$ cat src/rtl/vb_pkg.sv
package vb_pkg;
  typedef enum logic [1:0] {
    DR_NONE  = 2'd0,
    DR_SNOOP = 2'd1,
    DR_IDLE  = 2'd2,
    DR_FULL  = 2'd3
  } drain_cause_e;
endpackage

$ cat src/rtl/vb_match.sv
module vb_match #(
  parameter int N = 4,
  parameter int W = 32
) (
  input  logic [W-1:0]        key_i,
  input  logic                en_i,
  input  logic [N-1:0][W-1:0] tag_i,
  input  logic [N-1:0]        vld_i,
  output logic [N-1:0]        hit_o
);
  for (genvar g = 0; g < N; g++) begin : g_cmp
    assign hit_o[g] = en_i && vld_i[g] && (tag_i[g] == key_i);
  end
endmodule

$ cat src/rtl/vb_age.sv
module vb_age #(
  parameter int N  = 4,
  parameter int IW = 2
) (
  input  logic                clk_i,
  input  logic                rst_ni,
  input  logic                alloc_i,
  input  logic [IW-1:0]       alloc_idx_i,
  output logic [N-1:0][N-1:0] older_o
);
  // older_q[i][j]: entry i was allocated before entry j
  logic [N-1:0][N-1:0] older_q;

  always_ff @(posedge clk_i or negedge rst_ni) begin
    if (!rst_ni) begin
      older_q <= '0;
    end else if (alloc_i) begin
      for (int i = 0; i < N; i++) begin
        if (IW'(i) == alloc_idx_i) older_q[i] <= '0;
        else older_q[i][alloc_idx_i] <= 1'b1;
      end
    end
  end

  assign older_o = older_q;
endmodule

$ cat src/rtl/vb_oldest.sv
module vb_oldest #(
  parameter int N  = 4,
  parameter int IW = 2
) (
  input  logic [N-1:0]        mask_i,
  input  logic [N-1:0][N-1:0] older_i,
  output logic                any_o,
  output logic [IW-1:0]       idx_o
);
  logic [N-1:0] cand;

  always_comb begin
    for (int i = 0; i < N; i++) begin
      cand[i] = mask_i[i];
      for (int j = 0; j < N; j++) begin
        if (j != i && mask_i[j] && !older_i[i][j]) cand[i] = 1'b0;
      end
    end
  end

  always_comb begin
    idx_o = '0;
    for (int i = N - 1; i >= 0; i--) begin
      if (cand[i]) idx_o = IW'(i);
    end
  end

  assign any_o = |mask_i;
endmodule

$ cat src/rtl/victim_buf.sv
module victim_buf
  import vb_pkg::*;
#(
  parameter int DEPTH  = 4,
  parameter int ADDR_W = 32,
  parameter int DATA_W = 64
) (
  input  logic              clk_i,
  input  logic              rst_ni,
  input  logic              evict_valid_i,
  input  logic [ADDR_W-1:0] evict_addr_i,
  input  logic [DATA_W-1:0] evict_data_i,
  output logic              evict_ready_o,
  input  logic              lookup_valid_i,
  input  logic [ADDR_W-1:0] lookup_addr_i,
  output logic              lookup_hit_o,
  output logic              lookup_wait_o,
  output logic [DATA_W-1:0] lookup_data_o,
  input  logic              snp_valid_i,
  input  logic [ADDR_W-1:0] snp_addr_i,
  output logic              snp_dirty_o,
  input  logic              bus_idle_i,
  output logic              mem_req_o,
  output logic [ADDR_W-1:0] mem_addr_o,
  output logic [DATA_W-1:0] mem_data_o,
  input  logic              mem_gnt_i
);
  localparam int IW = (DEPTH > 1) ? $clog2(DEPTH) : 1;

  logic [DEPTH-1:0]             valid_q, force_q;
  logic [DEPTH-1:0][ADDR_W-1:0] addr_q;
  logic [DEPTH-1:0][DATA_W-1:0] data_q;
  logic                         busy_q;
  logic [IW-1:0]                busy_idx_q;

  logic [DEPTH-1:0][DEPTH-1:0] older;
  logic [DEPTH-1:0] snp_hit, lk_hit, busy_mask, blocked, reclaim;
  logic [DEPTH-1:0] cand_urgent, cand_all;
  logic             full, accept, done, start;
  logic [IW-1:0]    free_idx, urg_idx, old_idx, start_idx;
  logic             urg_any, old_any;
  drain_cause_e     cause;

  vb_match #(.N(DEPTH), .W(ADDR_W)) u_snp_match (
    .key_i(snp_addr_i), .en_i(snp_valid_i), .tag_i(addr_q),
    .vld_i(valid_q), .hit_o(snp_hit)
  );

  vb_match #(.N(DEPTH), .W(ADDR_W)) u_lk_match (
    .key_i(lookup_addr_i), .en_i(lookup_valid_i), .tag_i(addr_q),
    .vld_i(valid_q), .hit_o(lk_hit)
  );

  always_comb begin
    busy_mask = '0;
    if (busy_q) busy_mask[busy_idx_q] = 1'b1;
  end

  // snoop in the same cycle, pending urgent write or active write all block reclaim
  assign blocked       = snp_hit | force_q | busy_mask;
  assign reclaim       = lk_hit & ~blocked;
  assign lookup_hit_o  = |reclaim;
  assign lookup_wait_o = |(lk_hit & blocked);
  assign snp_dirty_o   = |snp_hit;

  always_comb begin
    lookup_data_o = '0;
    for (int i = 0; i < DEPTH; i++) begin
      if (reclaim[i]) lookup_data_o = lookup_data_o | data_q[i];
    end
  end

  assign full          = &valid_q;
  assign evict_ready_o = ~full;
  assign accept        = evict_valid_i & ~full;

  always_comb begin
    free_idx = '0;
    for (int i = DEPTH - 1; i >= 0; i--) begin
      if (!valid_q[i]) free_idx = IW'(i);
    end
  end

  vb_age #(.N(DEPTH), .IW(IW)) u_age (
    .clk_i(clk_i), .rst_ni(rst_ni), .alloc_i(accept),
    .alloc_idx_i(free_idx), .older_o(older)
  );

  assign cand_urgent = force_q & valid_q & ~reclaim;
  assign cand_all    = valid_q & ~reclaim;

  vb_oldest #(.N(DEPTH), .IW(IW)) u_old_urgent (
    .mask_i(cand_urgent), .older_i(older), .any_o(urg_any), .idx_o(urg_idx)
  );

  vb_oldest #(.N(DEPTH), .IW(IW)) u_old_all (
    .mask_i(cand_all), .older_i(older), .any_o(old_any), .idx_o(old_idx)
  );

  always_comb begin
    cause     = DR_NONE;
    start_idx = old_idx;
    if (!busy_q) begin
      if (urg_any) begin
        cause     = DR_SNOOP;
        start_idx = urg_idx;
      end else if (old_any && bus_idle_i) begin
        cause = DR_IDLE;
      end else if (old_any && full && evict_valid_i) begin
        cause = DR_FULL;
      end
    end
  end

  assign start = (cause != DR_NONE);
  assign done  = busy_q & mem_gnt_i;

  always_ff @(posedge clk_i or negedge rst_ni) begin
    if (!rst_ni) begin
      valid_q    <= '0;
      force_q    <= '0;
      busy_q     <= 1'b0;
      busy_idx_q <= '0;
    end else begin
      for (int i = 0; i < DEPTH; i++) begin
        if (done && busy_idx_q == IW'(i)) begin
          valid_q[i] <= 1'b0;
          force_q[i] <= 1'b0;
        end else if (reclaim[i]) begin
          valid_q[i] <= 1'b0;
        end else if (snp_hit[i]) begin
          force_q[i] <= 1'b1;
        end else if (accept && free_idx == IW'(i)) begin
          valid_q[i] <= 1'b1;
          force_q[i] <= 1'b0;
        end
      end
      if (done) begin
        busy_q <= 1'b0;
      end else if (start) begin
        busy_q     <= 1'b1;
        busy_idx_q <= start_idx;
      end
    end
  end

  always_ff @(posedge clk_i) begin
    if (accept) begin
      addr_q[free_idx] <= evict_addr_i;
      data_q[free_idx] <= evict_data_i;
    end
  end

  assign mem_req_o  = busy_q;
  assign mem_addr_o = addr_q[busy_idx_q];
  assign mem_data_o = data_q[busy_idx_q];
endmodule

$ cat config.mk
export PLATFORM = sky130hd
export DESIGN_NAME = victim_buf
export DESIGN_NICKNAME = d
export VERILOG_FILES = /design/src/rtl/vb_pkg.sv /design/src/rtl/vb_match.sv /design/src/rtl/vb_age.sv /design/src/rtl/vb_oldest.sv /design/src/rtl/victim_buf.sv
export SDC_FILE = /design/constraint.sdc
export NUM_CORES = 1
export LEC_CHECK = 0
export ABC_AREA = 0
export BUFFER_PORTS_ARGS = -buffer_cell sky130_fd_sc_hd__buf_2
export CORE_MARGIN = 2
export CORE_UTILIZATION = 51
export DETAILED_ROUTE_END_ITERATION = 10
export GPL_ROUTABILITY_DRIVEN = 0
export PLACE_DENSITY = 0.76
export SYNTH_ARGS = -nofsm -noshare
export SYNTH_HDL_FRONTEND = slang
export SYNTH_SLANG_ARGS = --single-unit
$ cat constraint.sdc
create_clock -name clk_i -period 5.2 [get_ports clk_i]
set_input_delay 1.04 -clock clk_i [delete_from_list [all_inputs] [get_ports clk_i]]
set_output_delay 1.04 -clock clk_i [all_outputs]
set_load 0.05 [all_outputs]
# == Word-level counts from Yosys, hierarchy flattened ==
# Index checks and enable logic that the tools add are counted.
# word_totals
ff_bits,411
word_cells,262
# classes
magnitude_cmp,4
eq_ne,25
n_mux,99
bitwise_logic,20
reduce_logical,92
# ops
cell,n
$mux 64,6
$bwmux 256,1
$eq 32x32->1,8
$or 64x64->64,3
$bmux 64 s2,1
$bwmux 128,1
$demux 64 s2,1
$bmux 32 s2,1
$demux 32 s2,1
$mux 32,2
$mux 1,60
$logic_and 1x1->1,53
$mux 2,18
$or 4x4->4,6
$reduce_bool 3->1,8
$and 4x4->4,5
$mux 4,5
$reduce_or 4->1,5
$reduce_and 2->1,9
$logic_not 1->1,12
$ne 3x1->1 const B,4
$eq 2x2->1 const B,4
$ne 2x1->1 const B,4
$not 4->4,2
11 further kinds,20

# == Logic depth before layout (Yosys ltp) ==
# depth
ltp_word,20
mapped_depth,12

# == Cells and area by module ==
# From an unflattened synthesis, not the netlist that was laid out.
# hier_totals
hier_cells,1427
area_unflattened_um2,20542.2
# modules_own_cells
mod,n_inst,cells_per_inst,area_per_inst_um2,seq_area_each_um2
victim_buf,1,977,16856.2,11806.3
vb_match,2,176,1412.6,0.0
vb_age,1,54,595.6,400.4
vb_oldest,2,22,132.6,0.0

# == Least setup slack after synthesis ==
# Ideal clock, no wire load.
# synth_path
path_type,input -> register
start,input evict_valid_i
end,register addr_q[100] in the netlist's numbering (enable)
arrival_time_ns,5.255
required_time_ns,4.646
setup_slack_ns,-0.609
stages,2
path_buffers,0
path_cell_list,nand3_1 nor2_1
# synth_via
elab_chain_len,1
# synth_lines
item,line_no,text
start: declaration,victim_buf.sv:10,"input logic evict_valid_i,"
$and 1x1->1,victim_buf.sv:75,assign accept = evict_valid_i & ~full;
end signal: indexed assignment,victim_buf.sv:149,addr_q[free_idx] <= evict_addr_i;
end: declaration,victim_buf.sv:31,logic [DEPTH-1:0][ADDR_W-1:0] addr_q;
# No other way between the ends.
# A chain may end at the register's enable or synchronous reset.

# == Final worst setup path ==
# layout_path
start,input snp_addr_i[31]
end,output lookup_data_o[33]
# layout_via
elab_chain_len,13
word_cells_on_any_way,19
cone_classes,eq/ne (4); mux (4); bitwise (7); reduce/logical (4)
# layout_lines
item,line_no,text
start: declaration,victim_buf.sv:20,"input logic [ADDR_W-1:0] snp_addr_i,"
$eq 32x32->1,vb_match.sv:12,assign hit_o[g] = en_i && vld_i[g] && (tag_i[g] == key_i);
$logic_and 1x1->1,vb_match.sv:12,
$or 4x4->4 * (2 in series),victim_buf.sv:60,assign blocked = snp_hit | force_q | busy_mask;
$not 4->4 *,victim_buf.sv:61,assign reclaim = lk_hit & ~blocked;
$and 4x4->4 *,victim_buf.sv:61,
$mux 64,victim_buf.sv:69,if (reclaim[i]) lookup_data_o = lookup_data_o | data_q[i];
$or 64x64->64,victim_buf.sv:69,
$mux 64,victim_buf.sv:69,
$or 64x64->64,victim_buf.sv:69,
$mux 64,victim_buf.sv:69,
$or 64x64->64,victim_buf.sv:69,
$mux 64 *,victim_buf.sv:69,
end: declaration,victim_buf.sv:18,"output logic [DATA_W-1:0] lookup_data_o,"
# Mark *: on every way between the ends. The rest lies on a longest branch, timed or not.

==> impl_results.md <==
- Clock buffer count from CTS: 42
- Post-Route Setup TNS: 0 ns
- Clock Path Buffers: 3
- RSZ-0062 raised after global routing: false
- Largest net degree at the start of global routing: 99
- Detailed-route via count: 13.57k
- Fill cells: 2787
- Die outline height: 199.2 um
- Nets: 1776
- Worst path slowest cell: or4_1
- Crit end category: output pin
- Worst-Margin Slew: 1.062 ns
- Pleak: 8.496 nW
- Worst skew pair latency: 0.59 ns
- Cell Area, Synth: 19430 um^2
- Drt wl/cell: 26.93 um
- Post-CTS Resized: 0
- Postcts setup bufs: 0
- # hold bufs at CTS: 0
- Synth Flop Type: edfxtp_1
- Fin. Hold Viols: 0
- Avg Cell Area, Syn: 15.36 um^2
- H-tree depth: 2
- Slew HR: 0.2920
- Post-synth EDFFs: 384
- CTS tree: yes
- Peak supply drop: 0.0004131 V
- DRC viols: 0
- P&R area growth vs syn: 19.42%
- Worst Setup Path Type: input port to output pin
- Grt total ovfl: 0
- CP Data Required Time: 4.16 ns
- Period utilization: 0.9654
- Synth cell types: 53
- Post-Syn Nets: 1432
- Initial core utilization: 0.5170
- Gate count of the mapped netlist: 1265
- Fmax: 199.2 MHz
- DIE AREA: 39670 um^2
- Drt via density: 6.280
- CP dominant cell by count: buf_2
- # clock sinks: 407
- Setup crit start kind: input port
- Router iterations before antenna repair: 6
- I/O pin count: 332
- PD cells: 543.8 nW/um^2
- Hold WC Path Type: input port to async pin
- DP HPWL: 40490 um
- Outcome: finished, final reports clean
- Tmin final: 5.020 ns
- Max-cap violation count: 0
- Final instance area: 23200 um^2
- Port buffer count: 331
- Crit-path max FO: 26
- Post-Place Cell Area: 21850 um^2
- First-iteration detailed-routing DRC count: 1705
- Area of the multi-input gates: 7051 um^2
- CP cell instances: buf_2 -> xor2_1 -> nor4_1 -> nand4_1 -> or4_1 -> and3_2 -> buf_4 -> a22oi_1 -> nand2_1 -> buf_2
- Sequential Area: 12110 um^2
- First-pass GRT wire length: 85630 um
- Total Power: 0.01262 W
- Routed wire length: 58170 um
- Share of flip-flops with an asynchronous set or reset: 0.05651
- FP Rows: 71
- #FFs+latches synth: 407
- Antenna viol nets, final: 0
- Clk_skew: 0.02856 ns
- Warnings from Yosys: 0
- Initial antenna violation count: 11
- Clock-pin slew on the worst setup and hold paths: 0.07 ns
- Critical path arrival: 3.98 ns
- Sequential area share after synthesis: 0.6232
- Clk root buf: clkbuf_16
- Final Setup Violations: 0
- Number of global-route vias before repair: 13.60k
- Slew Viols, Final: 0
- Gr usage total: 0.2950
- Layout cells sized above 1: 0.3266
- Core ar.: 37580 um^2
- Slowest stage delay, CP: 0.66 ns
- Horiz. Die Dim: 199.2 um
## metal layers
layer  up-vias  share of wire  global-route usage
li1       5716              -                   -
met1      6731           0.37              0.4014
met2       946           0.46              0.4541
met3       164           0.12             0.07747
met4         8          0.042              0.1222
met5         -        0.00095                   0
## registers in the layout, indices dropped and copies added (netlist names), named ones only
register,flops
valid_q,4
force_q,4
addr_q,128
mem_req_o,1
busy_idx_q,2
u_age.older_o,4
data_q,256
## worst paths after layout
kind                                        endpoint                  from  cells past startpoint  slack [ns]
setup / recovery                   lookup_data_o[33]        snp_addr_i[31]                     10        0.18
min in group clk_i                              flop                  flop                      2        0.53
setup reg to reg           busy_idx_q[1]$_DFFE_PN0P_  addr_q[67]$_DFFE_PP_                     10        1.78
hold / removal                force_q[0]$_DFFE_PN0P_                rst_ni                      1        0.44
max in group asynchronous  busy_idx_q[0]$_DFFE_PN0P_                rst_ni                      1        4.35
hold reg to reg                                 flop                  flop                      2        0.53
## placed cells by master, fill, tap and decap left out, drive strengths merged, types with 2 or more instances in the layout
| cell type | n |
|---|---|
| edfxtp | 384 |
| buf | 363 |
| xor2 | 154 |
| a22oi | 130 |
| xnor2 | 101 |
| mux4 | 96 |
| nand2 | 95 |
| clkbuf | 47 |
| nor4 | 43 |
| nand4 | 32 |
| nor2 | 29 |
| clkinv | 25 |
| dfrtp | 23 |
| nand3 | 16 |
| inv | 14 |
| nor3 | 13 |
| o21ai | 9 |
| a21oi | 9 |
| diode | 8 |
| or4 | 7 |
| nand2b | 6 |
| o22ai | 6 |
| a311oi | 4 |
| a31oi | 3 |
| or3 | 3 |
| o21bai | 2 |
| nor3b | 2 |
| bufinv | 2 |
| and2 | 2 |
| nor4b | 2 |
| o31ai | 2 |
## cells by family after synthesis
group,after synthesis,synth area share
flops,407,0.6232
buf+inv,75,0.01565
compound gates,179,0.06788
simple gates,253,0.06666
mux,96,0.1113
xor+xnor,255,0.1153
## where the power goes
group / switching (W) / total, W / internal (W)
clock network: 0.00129 / 0.00290 / 0.00160
logic: 0.00345 / 0.00496 / 0.00151
registers: 0.000485 / 0.00476 / 0.00428
total: 0.00523 / 0.0126 / 0.00739
## critical path: cells and delay by family
kind            cells  cell delay, ns
compound gates      1            0.23
xor+xnor            1            0.17
buf+inv             3            0.68
simple gates        5            1.82
## cell usage after synthesis, types with 2 or more instances
library cell / n / area share
nor4_1: 41 / 0.013
buf_6: 2 / 0.0012
nand2_1: 95 / 0.018
xor2_1: 153 / 0.069
nor3_1: 13 / 0.0033
o21bai_1: 2 / 0.00077
a311oi_1: 4 / 0.0018
nand2b_1: 6 / 0.0019
inv_1: 12 / 0.0023
mux4_2: 96 / 0.11
clkbuf_1: 39 / 0.0075
nand4_1: 32 / 0.010
xnor2_1: 101 / 0.046
or4_1: 5 / 0.0019
nand3_1: 16 / 0.0041
or4_4: 2 / 0.0012
o22ai_1: 6 / 0.0019
nor2_1: 29 / 0.0056
edfxtp_1: 384 / 0.59
nor3b_1: 2 / 0.00077
buf_1: 16 / 0.0031
buf_2: 6 / 0.0015
o21ai_0: 9 / 0.0023
and2_1: 2 / 0.00064
or3_1: 3 / 0.00097
a21oi_1: 9 / 0.0023
dfrtp_1: 23 / 0.030
a31oi_1: 3 / 0.00097
a22oi_1: 130 / 0.050
## final cells by class
cell class              count  area share
repair buffers            363     0.08607
multi-input cells         783      0.3039
well taps                 511     0.02756
diodes                      8   0.0008629
inverters                  12    0.002157
clock inverters            29     0.01122
clock buffers              47     0.04611
flip-flops and latches    407      0.5221
## per-stage QoR
step | utilization | setup WS, ns | hold slack (ns) | cells
2_1_floorplan | - | 0.7497 | 0.4686 | 1265
3_3_place_gp | 0.5815 | 0.3060 | 0.4981 | 2076
3_5_place_dp | 0.5815 | 0.2846 | 0.5107 | 2076
4_1_cts | 0.6169 | 0.2630 | 0.4272 | 2152
5_1_grt | 0.6173 | 0.1493 | 0.4687 | 2158
6_report | 0.6174 | 0.1801 | 0.4420 | 2160
Note: power is estimated with default switching activity, not from simulation.
